[src/rtl/xlate_pkg.sv]
package xlate_pkg;
  localparam int EA_W     = 32;
  localparam int EPI_W    = 15;   // effAddr[31:17]
  localparam int MASK_W   = 11;   // masks effAddr[27:17]
  localparam int ATTR_W   = 4;
  localparam int PROT_W   = 2;
  localparam int VSID_W   = 24;
  localparam int SEG_CNT  = 16;
  localparam int SEGOFF_W = 28;
  localparam int VA_W     = VSID_W + SEGOFF_W;

  typedef struct packed {
    logic [EPI_W-1:0]  epi;
    logic [MASK_W-1:0] lenMask;
    logic              supV;
    logic              usrV;
  } batUpper_t;

  typedef struct packed {
    logic [EPI_W-1:0]  ppn;
    logic [ATTR_W-1:0] attr;
    logic [PROT_W-1:0] prot;
  } batLower_t;

  typedef struct packed {
    logic              direct;
    logic [VSID_W-1:0] vsid;
  } segDesc_t;

  typedef struct packed {
    logic useReal;
    logic useBat;
    logic multiHit;
    logic dsFault;
    logic walk;
  } xlateStrobe_t;

  function automatic batUpper_t toUpper(input logic [EA_W-1:0] w);
    return '{epi: w[31:17], lenMask: w[12:2], supV: w[1], usrV: w[0]};
  endfunction

  function automatic batLower_t toLower(input logic [EA_W-1:0] w);
    return '{ppn: w[31:17], attr: w[6:3], prot: w[1:0]};
  endfunction

  function automatic segDesc_t toSeg(input logic [EA_W-1:0] w);
    return '{direct: w[31], vsid: w[23:0]};
  endfunction
endpackage

[src/rtl/xlate_ctrl.sv]
module xlate_ctrl
  import xlate_pkg::*;
#(
  parameter int NUM_BAT = 4
) (
  input  logic [NUM_BAT-1:0] batHits,
  input  logic               segDirect,
  input  logic               isFetch,
  input  logic               instrReloc,
  input  logic               dataReloc,
  output xlateStrobe_t       strb
);
  localparam int CNT_W = $clog2(NUM_BAT + 1);

  logic [CNT_W-1:0] hitCnt;
  logic             relocOn;

  always_comb begin
    hitCnt = '0;
    for (int i = 0; i < NUM_BAT; i++) hitCnt = hitCnt + CNT_W'(batHits[i]);
  end

  assign relocOn = isFetch ? instrReloc : dataReloc;

  // Priority: real mode, then entry match (single or multiple), then segment path.
  always_comb begin
    strb          = '0;
    strb.useReal  = !relocOn;
    strb.multiHit = relocOn && (hitCnt > CNT_W'(1));
    strb.useBat   = relocOn && (hitCnt == CNT_W'(1));
    strb.dsFault  = relocOn && (hitCnt == '0) && segDirect;
    strb.walk     = relocOn && (hitCnt == '0) && !segDirect;
  end
endmodule

[src/rtl/xlate_dp.sv]
module xlate_dp
  import xlate_pkg::*;
#(
  parameter int NUM_BAT = 4,
  parameter int IDX_W   = 5
) (
  input  logic                clk,
  input  logic                rstN,
  input  logic                cfgWrEn,
  input  logic [IDX_W-1:0]    cfgWrIdx,
  input  logic [EA_W-1:0]     cfgWrData,
  input  logic                reqValid,
  input  logic [EA_W-1:0]     effAddr,
  input  logic                isFetch,
  input  logic                userMode,
  input  xlateStrobe_t        strb,
  output logic [NUM_BAT-1:0]  batHits,
  output logic                segDirect,
  output logic                rspValidQ,
  output logic                hitQ,
  output logic [EA_W-1:0]     physAddrQ,
  output logic [ATTR_W-1:0]   attrQ,
  output logic [PROT_W-1:0]   protQ,
  output logic                attrErrQ,
  output logic                multiHitQ,
  output logic                instrFaultQ,
  output logic                dataFaultQ,
  output logic                walkQ,
  output logic [VA_W-1:0]     virtAddrQ
);
  localparam int ENTRIES  = 2 * NUM_BAT;     // both sets
  localparam int BAT_REGS = 2 * ENTRIES;     // upper + lower words

  batUpper_t batUp [ENTRIES];
  batLower_t batLo [ENTRIES];
  segDesc_t  segs  [SEG_CNT];

  // Configuration storage
  always_ff @(posedge clk) begin
    if (!rstN) begin
      for (int i = 0; i < ENTRIES; i++) begin
        batUp[i] <= '0;
        batLo[i] <= '0;
      end
      for (int s = 0; s < SEG_CNT; s++) segs[s] <= '0;
    end else if (cfgWrEn) begin
      for (int i = 0; i < BAT_REGS; i++) begin
        if (cfgWrIdx == IDX_W'(i)) begin
          if (i % 2 == 0) batUp[i/2] <= toUpper(cfgWrData);
          else            batLo[i/2] <= toLower(cfgWrData);
        end
      end
      for (int s = 0; s < SEG_CNT; s++)
        if (cfgWrIdx == IDX_W'(BAT_REGS + s)) segs[s] <= toSeg(cfgWrData);
    end
  end

  // Parallel compare, one lane per entry of the selected set
  logic [EA_W-1:0]   paVec   [NUM_BAT];
  logic [ATTR_W-1:0] attrVec [NUM_BAT];
  logic [PROT_W-1:0] protVec [NUM_BAT];

  for (genvar g = 0; g < NUM_BAT; g++) begin : g_lane
    batUpper_t             up;
    batLower_t             lo;
    logic                  modeOk;
    logic [EPI_W-1:0]      cmpMask;
    assign up      = isFetch ? batUp[g] : batUp[NUM_BAT + g];
    assign lo      = isFetch ? batLo[g] : batLo[NUM_BAT + g];
    assign modeOk  = userMode ? up.usrV : up.supV;
    assign cmpMask = ~{{(EPI_W-MASK_W){1'b0}}, up.lenMask};
    assign batHits[g] = modeOk &&
      ((effAddr[31:17] & cmpMask) == (up.epi & cmpMask));
    assign paVec[g] = {lo.ppn[EPI_W-1:MASK_W],
                       (lo.ppn[MASK_W-1:0] & ~up.lenMask) | (effAddr[27:17] & up.lenMask),
                       effAddr[16:0]};
    assign attrVec[g] = lo.attr;
    assign protVec[g] = lo.prot;
  end

  logic [EA_W-1:0]   selPa;
  logic [ATTR_W-1:0] selAttr;
  logic [PROT_W-1:0] selProt;

  always_comb begin
    selPa   = '0;
    selAttr = '0;
    selProt = '0;
    for (int i = 0; i < NUM_BAT; i++) begin
      if (batHits[i]) begin
        selPa   = selPa | paVec[i];
        selAttr = selAttr | attrVec[i];
        selProt = selProt | protVec[i];
      end
    end
  end

  segDesc_t curSeg;
  assign curSeg    = segs[effAddr[31:28]];
  assign segDirect = curSeg.direct;

  // Result register: one cycle of latency
  always_ff @(posedge clk) begin
    if (!rstN || !reqValid) begin
      rspValidQ   <= 1'b0;
      hitQ        <= 1'b0;
      physAddrQ   <= '0;
      attrQ       <= '0;
      protQ       <= '0;
      attrErrQ    <= 1'b0;
      multiHitQ   <= 1'b0;
      instrFaultQ <= 1'b0;
      dataFaultQ  <= 1'b0;
      walkQ       <= 1'b0;
      virtAddrQ   <= '0;
    end else begin
      rspValidQ   <= 1'b1;
      hitQ        <= strb.useReal | strb.useBat;
      physAddrQ   <= strb.useReal ? effAddr : (strb.useBat ? selPa : '0);
      attrQ       <= strb.useBat ? selAttr : '0;
      protQ       <= strb.useBat ? selProt : '0;
      attrErrQ    <= strb.useBat & selAttr[3] & selAttr[2];
      multiHitQ   <= strb.multiHit;
      instrFaultQ <= strb.dsFault & isFetch;
      dataFaultQ  <= strb.dsFault & ~isFetch;
      walkQ       <= strb.walk;
      virtAddrQ   <= strb.walk ? {curSeg.vsid, effAddr[SEGOFF_W-1:0]} : '0;
    end
  end

  // one outcome per result
  p_one_outcome_r11: assert property (@(posedge clk) disable iff (!rstN)
    rspValidQ |-> $onehot({hitQ, multiHitQ, instrFaultQ, dataFaultQ, walkQ}));
  // fault side follows the access type of the request
  p_ifault_side_r6: assert property (@(posedge clk) disable iff (!rstN)
    instrFaultQ |-> $past(isFetch));
  p_dfault_side_r6: assert property (@(posedge clk) disable iff (!rstN)
    dataFaultQ |-> !$past(isFetch));
  // walk address keeps the segment offset
  p_walk_offset_r7: assert property (@(posedge clk) disable iff (!rstN)
    walkQ |-> virtAddrQ[SEGOFF_W-1:0] == $past(effAddr[SEGOFF_W-1:0]));
  // page offset passes through any translation
  p_page_offset_r4: assert property (@(posedge clk) disable iff (!rstN)
    hitQ |-> physAddrQ[16:0] == $past(effAddr[16:0]));
  // attribute error only on a translated result with both bits set
  p_attr_err_r8: assert property (@(posedge clk) disable iff (!rstN)
    attrErrQ |-> (hitQ && attrQ[3] && attrQ[2]));
  // multiple match yields no address
  p_multi_noaddr_r5: assert property (@(posedge clk) disable iff (!rstN)
    multiHitQ |-> (!hitQ && physAddrQ == '0));
endmodule

[src/rtl/addr_xlate.sv]
module addr_xlate
  import xlate_pkg::*;
#(
  parameter  int NUM_BAT = 4,
  localparam int IDX_W   = $clog2(4 * NUM_BAT + SEG_CNT)
) (
  input  logic              clk,
  input  logic              rstN,
  input  logic              cfgWrEn,
  input  logic [IDX_W-1:0]  cfgWrIdx,
  input  logic [31:0]       cfgWrData,
  input  logic              reqValid,
  input  logic [31:0]       effAddr,
  input  logic              isFetch,
  input  logic              instrReloc,
  input  logic              dataReloc,
  input  logic              userMode,
  output logic              rspValid,
  output logic              hit,
  output logic [31:0]       physAddr,
  output logic [3:0]        attr,
  output logic [1:0]        prot,
  output logic              attrErr,
  output logic              multiHitErr,
  output logic              instrFault,
  output logic              dataFault,
  output logic              walkReq,
  output logic [51:0]       virtAddr
);
  xlateStrobe_t       strb;
  logic [NUM_BAT-1:0] batHits;
  logic               segDirect;

  xlate_ctrl #(.NUM_BAT(NUM_BAT)) u_ctrl (
    .batHits(batHits), .segDirect(segDirect), .isFetch(isFetch),
    .instrReloc(instrReloc), .dataReloc(dataReloc), .strb(strb)
  );

  xlate_dp #(.NUM_BAT(NUM_BAT), .IDX_W(IDX_W)) u_dp (
    .clk(clk), .rstN(rstN), .cfgWrEn(cfgWrEn), .cfgWrIdx(cfgWrIdx),
    .cfgWrData(cfgWrData), .reqValid(reqValid), .effAddr(effAddr),
    .isFetch(isFetch), .userMode(userMode), .strb(strb),
    .batHits(batHits), .segDirect(segDirect),
    .rspValidQ(rspValid), .hitQ(hit), .physAddrQ(physAddr), .attrQ(attr),
    .protQ(prot), .attrErrQ(attrErr), .multiHitQ(multiHitErr),
    .instrFaultQ(instrFault), .dataFaultQ(dataFault), .walkQ(walkReq),
    .virtAddrQ(virtAddr)
  );

  // one-cycle latency and idle clearing
  p_latency_r2: assert property (@(posedge clk) disable iff (!rstN)
    reqValid |=> rspValid);
  p_idle_r2: assert property (@(posedge clk) disable iff (!rstN)
    !reqValid |=> (!rspValid && !hit && !walkReq));
  // real mode is identity
  p_real_identity_r1: assert property (@(posedge clk) disable iff (!rstN)
    (reqValid && !(isFetch ? instrReloc : dataReloc)) |=>
      (hit && physAddr == $past(effAddr) && attr == '0));
endmodule

[config.mk]
export PLATFORM = sky130hd
export DESIGN_NAME = addr_xlate
export DESIGN_NICKNAME = d
export VERILOG_FILES = /design/src/rtl/xlate_pkg.sv /design/src/rtl/xlate_ctrl.sv /design/src/rtl/xlate_dp.sv /design/src/rtl/addr_xlate.sv
export SDC_FILE = /design/constraint.sdc
export NUM_CORES = 1
export LEC_CHECK = 0
export BUFFER_PORTS_ARGS = -buffer_cell sky130_fd_sc_hd__buf_2
export CAP_MARGIN = 30
export CORE_ASPECT_RATIO = 1.2
export CORE_MARGIN = 4
export CORE_UTILIZATION = 30
export CTS_CLUSTER_DIAMETER = 120
export DETAILED_ROUTE_END_ITERATION = 8
export PLACE_DENSITY_LB_ADDON = 0.2
export SYNTH_ARGS = -nofsm -noshare
export SYNTH_HDL_FRONTEND = slang
export SYNTH_SLANG_ARGS = --single-unit
[constraint.sdc]
create_clock -name clk -period 8.7 [get_ports clk]
set_clock_uncertainty 0.1 [all_clocks]
set_input_delay 0.435 -clock clk [delete_from_list [all_inputs] [get_ports clk]]
set_output_delay 0.435 -clock clk [all_outputs]
set_load 0.03 [all_outputs]
==> run metrics <==
gpl congestion=~0.82; area leader, netlist=edfxtp_1; final instance area=around 43000 um2; via count=between 20000 and 25000; Die W=around 330 um; min-delay worst type=in2reg; Slew Limit Fails=0; Arrival @ worst endpoint=around 5600 ps; number of iterations in the first detailed-routing pass=5; FP Rows=between 100 and 150; Relative slew margins=0.326; max cap viols=0; actual slew at the worst max-slew pin=between 1000 and 1500 ps; PD cells=about 230 nW/um2; Wirelength per Cell=26.7 um; HPWL Detailed=between 70000 and 80000 um; H-tree depth=3; Starting Density=0.302; Max FO, Critical Path=between 40 and 50; first-pass GRT wire length=around 170000 um; minimum clock period after layout=5130 ps; DRT antenna net count=0; Tcrit/Tclk final=0.589; fraction of registers with async set/reset=0; main area contributors after synthesis=edfxtp_1 (65%), mux4_2 (7.7%), nor2_1 (6.0%); fillcell total=11800; Reg clk slew, reported paths=roughly 60 ps; area delta synth->final=17.0%; CTS Hold Bufs=18; drt total wl=roughly 120000 um; Post-Synthesis Cells=about 2500; Layout Nets=about 2800; number of cells upsized or downsized after cts=0; initial antenna violation count=7; die area=128000 um2; FMAX=just under 200 MHz; Top Ports=roughly 170; placed insts=4224; core area=approximately 120000 um2; EDFF count, synth=about 790; vias per std cell=approximately 5.0; dominant synthesized flop cell=edfxtp_1; GRT Util Overall=0.182; clk_lat worst skew=690 ps; CTS Sinks=just under 900; CP max stage delay=between 800 and 900 ps; largest net degree at the start of global routing=70; synthesized area=about 37000 um2; root buffer cell=clkbuf_16; Register Area=25700 um2; setup violators final=0; critical path type=in2reg; count of final hold-check violations=0; CTS buffer count=95; Synthesized Nets=~2600; WP data required=slightly above 9000 ps; CP Launch Type=input port; input/output buffers=roughly 170; Leak Pwr=around 15 nW; DP Area=slightly below 40000 um2; DRT iter0 DRCs=a little under 2000; layout cells sized above 1=0.220; Post-Layout Cell Count=about 4400; Synth warnings=0; post-synth top area share=0.647; TNS Setup=0 ps; Multi-input gate area=10100 um2; height of the die=391 um; post-synthesis sequential area ratio=0.700; worst-path cell chain=buf_2, buf_4, xnor2_1, nor4_1, nand3_1, nor2_4, fa_1, nor4_1, nor2b_4, buf_4, and2_1; RSZ-0062 raised after global routing=no; DRC=0; Max stage delay cell, worst path=nor4_1; Peak VDD IR=~0.00014 V; crit end category=flip-flop; status=complete, no violations; Post-CTS Setup Bufs=0; GRT overflow=0; post-synthesis register bit count=889; Clock Path Buffers=3; vias in the first global route=23200; TritonCTS clock tree=built; Synth Area per Inst=14.6 um2; synth unique cells=57
[cells in the mapped netlist (all sizes together) (17+ instances only)]
cell	instances
edfxtp	792
nor2	589
clkbuf	127
mux4	126
nand2	114
dfxtp	97
xnor2	95
buf	71
mux2i	68
and2	53
a21oi	51
nor2b	47
a211oi	45
mux2	40
inv	35
o22ai	32
a22oi	29
o211ai	17
[worst paths after layout]
path	start	cells past startpoint	slack [ps]	to
min	isFetch	2	90	u_dp.dataFaultQ
min reg2reg	u_dp.batLo[0][101]	3	510	u_dp.physAddrQ[28]
max reg2reg	u_dp.batUp[0][194]	10	3610	u_dp.virtAddrQ[2]
max	effAddr[30]	11	3570	u_dp.virtAddrQ[2]
[metal layers]
layer | share of wire | GRT usage | up-vias
met4 | 0.033 | 0.0652 | 0
met1 | 0.39 | 0.221 | 11500
met2 | 0.52 | 0.325 | 750
met3 | 0.059 | 0.0325 | 183
met5 | 0 | 0 | -
li1 | - | - | 9559
[layout make-up]
class | instances | area share
Clock inverter | 53 | 0.0137
Multi-Input combinational cell | 1400 | 0.235
Sequential cell | 889 | 0.598
Tap cell | 1633 | 0.0475
Antenna cell | 4 | 0.000233
Inverter | 35 | 0.00305
Clock buffer | 127 | 0.0597
Timing Repair Buffer | 286 | 0.0425
[layout by cell type, fill, tap and decap left out, types with 3 or more instances in the layout]
cell type and n:
a21oi_1 50, o211ai_2 5, nor2_1 586, nand4_1 3, o211ai_1 12, clkinv_1 10, clkbuf_2 5, clkbuf_1 23
nor3_1 11, nand3_1 6, nand2_1 109, mux2_2 39, edfxtp_1 792, nand2_2 5, inv_1 35, buf_2 170
clkinv_2 24, nor2b_1 46, o22ai_1 32, a211oi_1 44, bufinv_16 9, xnor2_1 95, o21ai_4 6, mux4_2 126
a32oi_1 11, xor2_1 10, mux2i_1 67, diode_2 4, nor4_1 8, a22oi_1 29, buf_4 92, clkinv_16 3
and2_1 52, o21ai_0 6, clkbuf_16 97, ha_1 4, dlygate4sd3_1 18, nand2b_1 4, dfxtp_1 97
[kinds of logic (layout without fill, tap and decap cells)]
kind of cell	Yosys count	after routing	share of synthesized area
compound gates	212	212	0.0400
fa+ha+maj	5	5	0.00191
buf+inv	233	501	0.0287
flops	889	889	0.700
xor+xnor	105	105	0.0250
other cells	0	4	0
simple gates	844	844	0.0967
mux	234	234	0.108
[registers in the layout (all words and copies together), names as in the netlist, 2 cells and up]
| register | count |
|---|---|
| u_dp.virtAddrQ | 52 |
| u_dp.batUp | 224 |
| u_dp.attrQ | 4 |
| u_dp.protQ | 2 |
| u_dp.segs | 400 |
| u_dp.batLo | 168 |
| u_dp.physAddrQ | 32 |
[critical path: cells and delay by family]
family | cells | cell delay (ps)
XOR/XNOR | 1 | 160
AND/OR/NAND/NOR | 6 | 3020
adder cells (fa/ha/maj) | 1 | 610
buffers and inverters | 3 | 1280
[power breakdown]
group	total (mW)	switching, mW	internal (mW)
Combinational	0.786	0.506	0.280
Clock	4.10	1.74	2.36
Sequential	5.00	0.0913	4.91
[per-stage QoR]
stage	power [mW]	hold WS, ps	setup slack (ps)	utilization
after global placement	5.86	508	2910	0.326
after detailed placement	5.88	524	2820	0.326
after global routing	10.2	82.8	3320	0.354
after CTS	9.99	26.4	3540	0.353
after floorplan	5.54	449	4610	-
final	9.89	86.7	3570	0.354
Power figures use the tool's default switching activity.
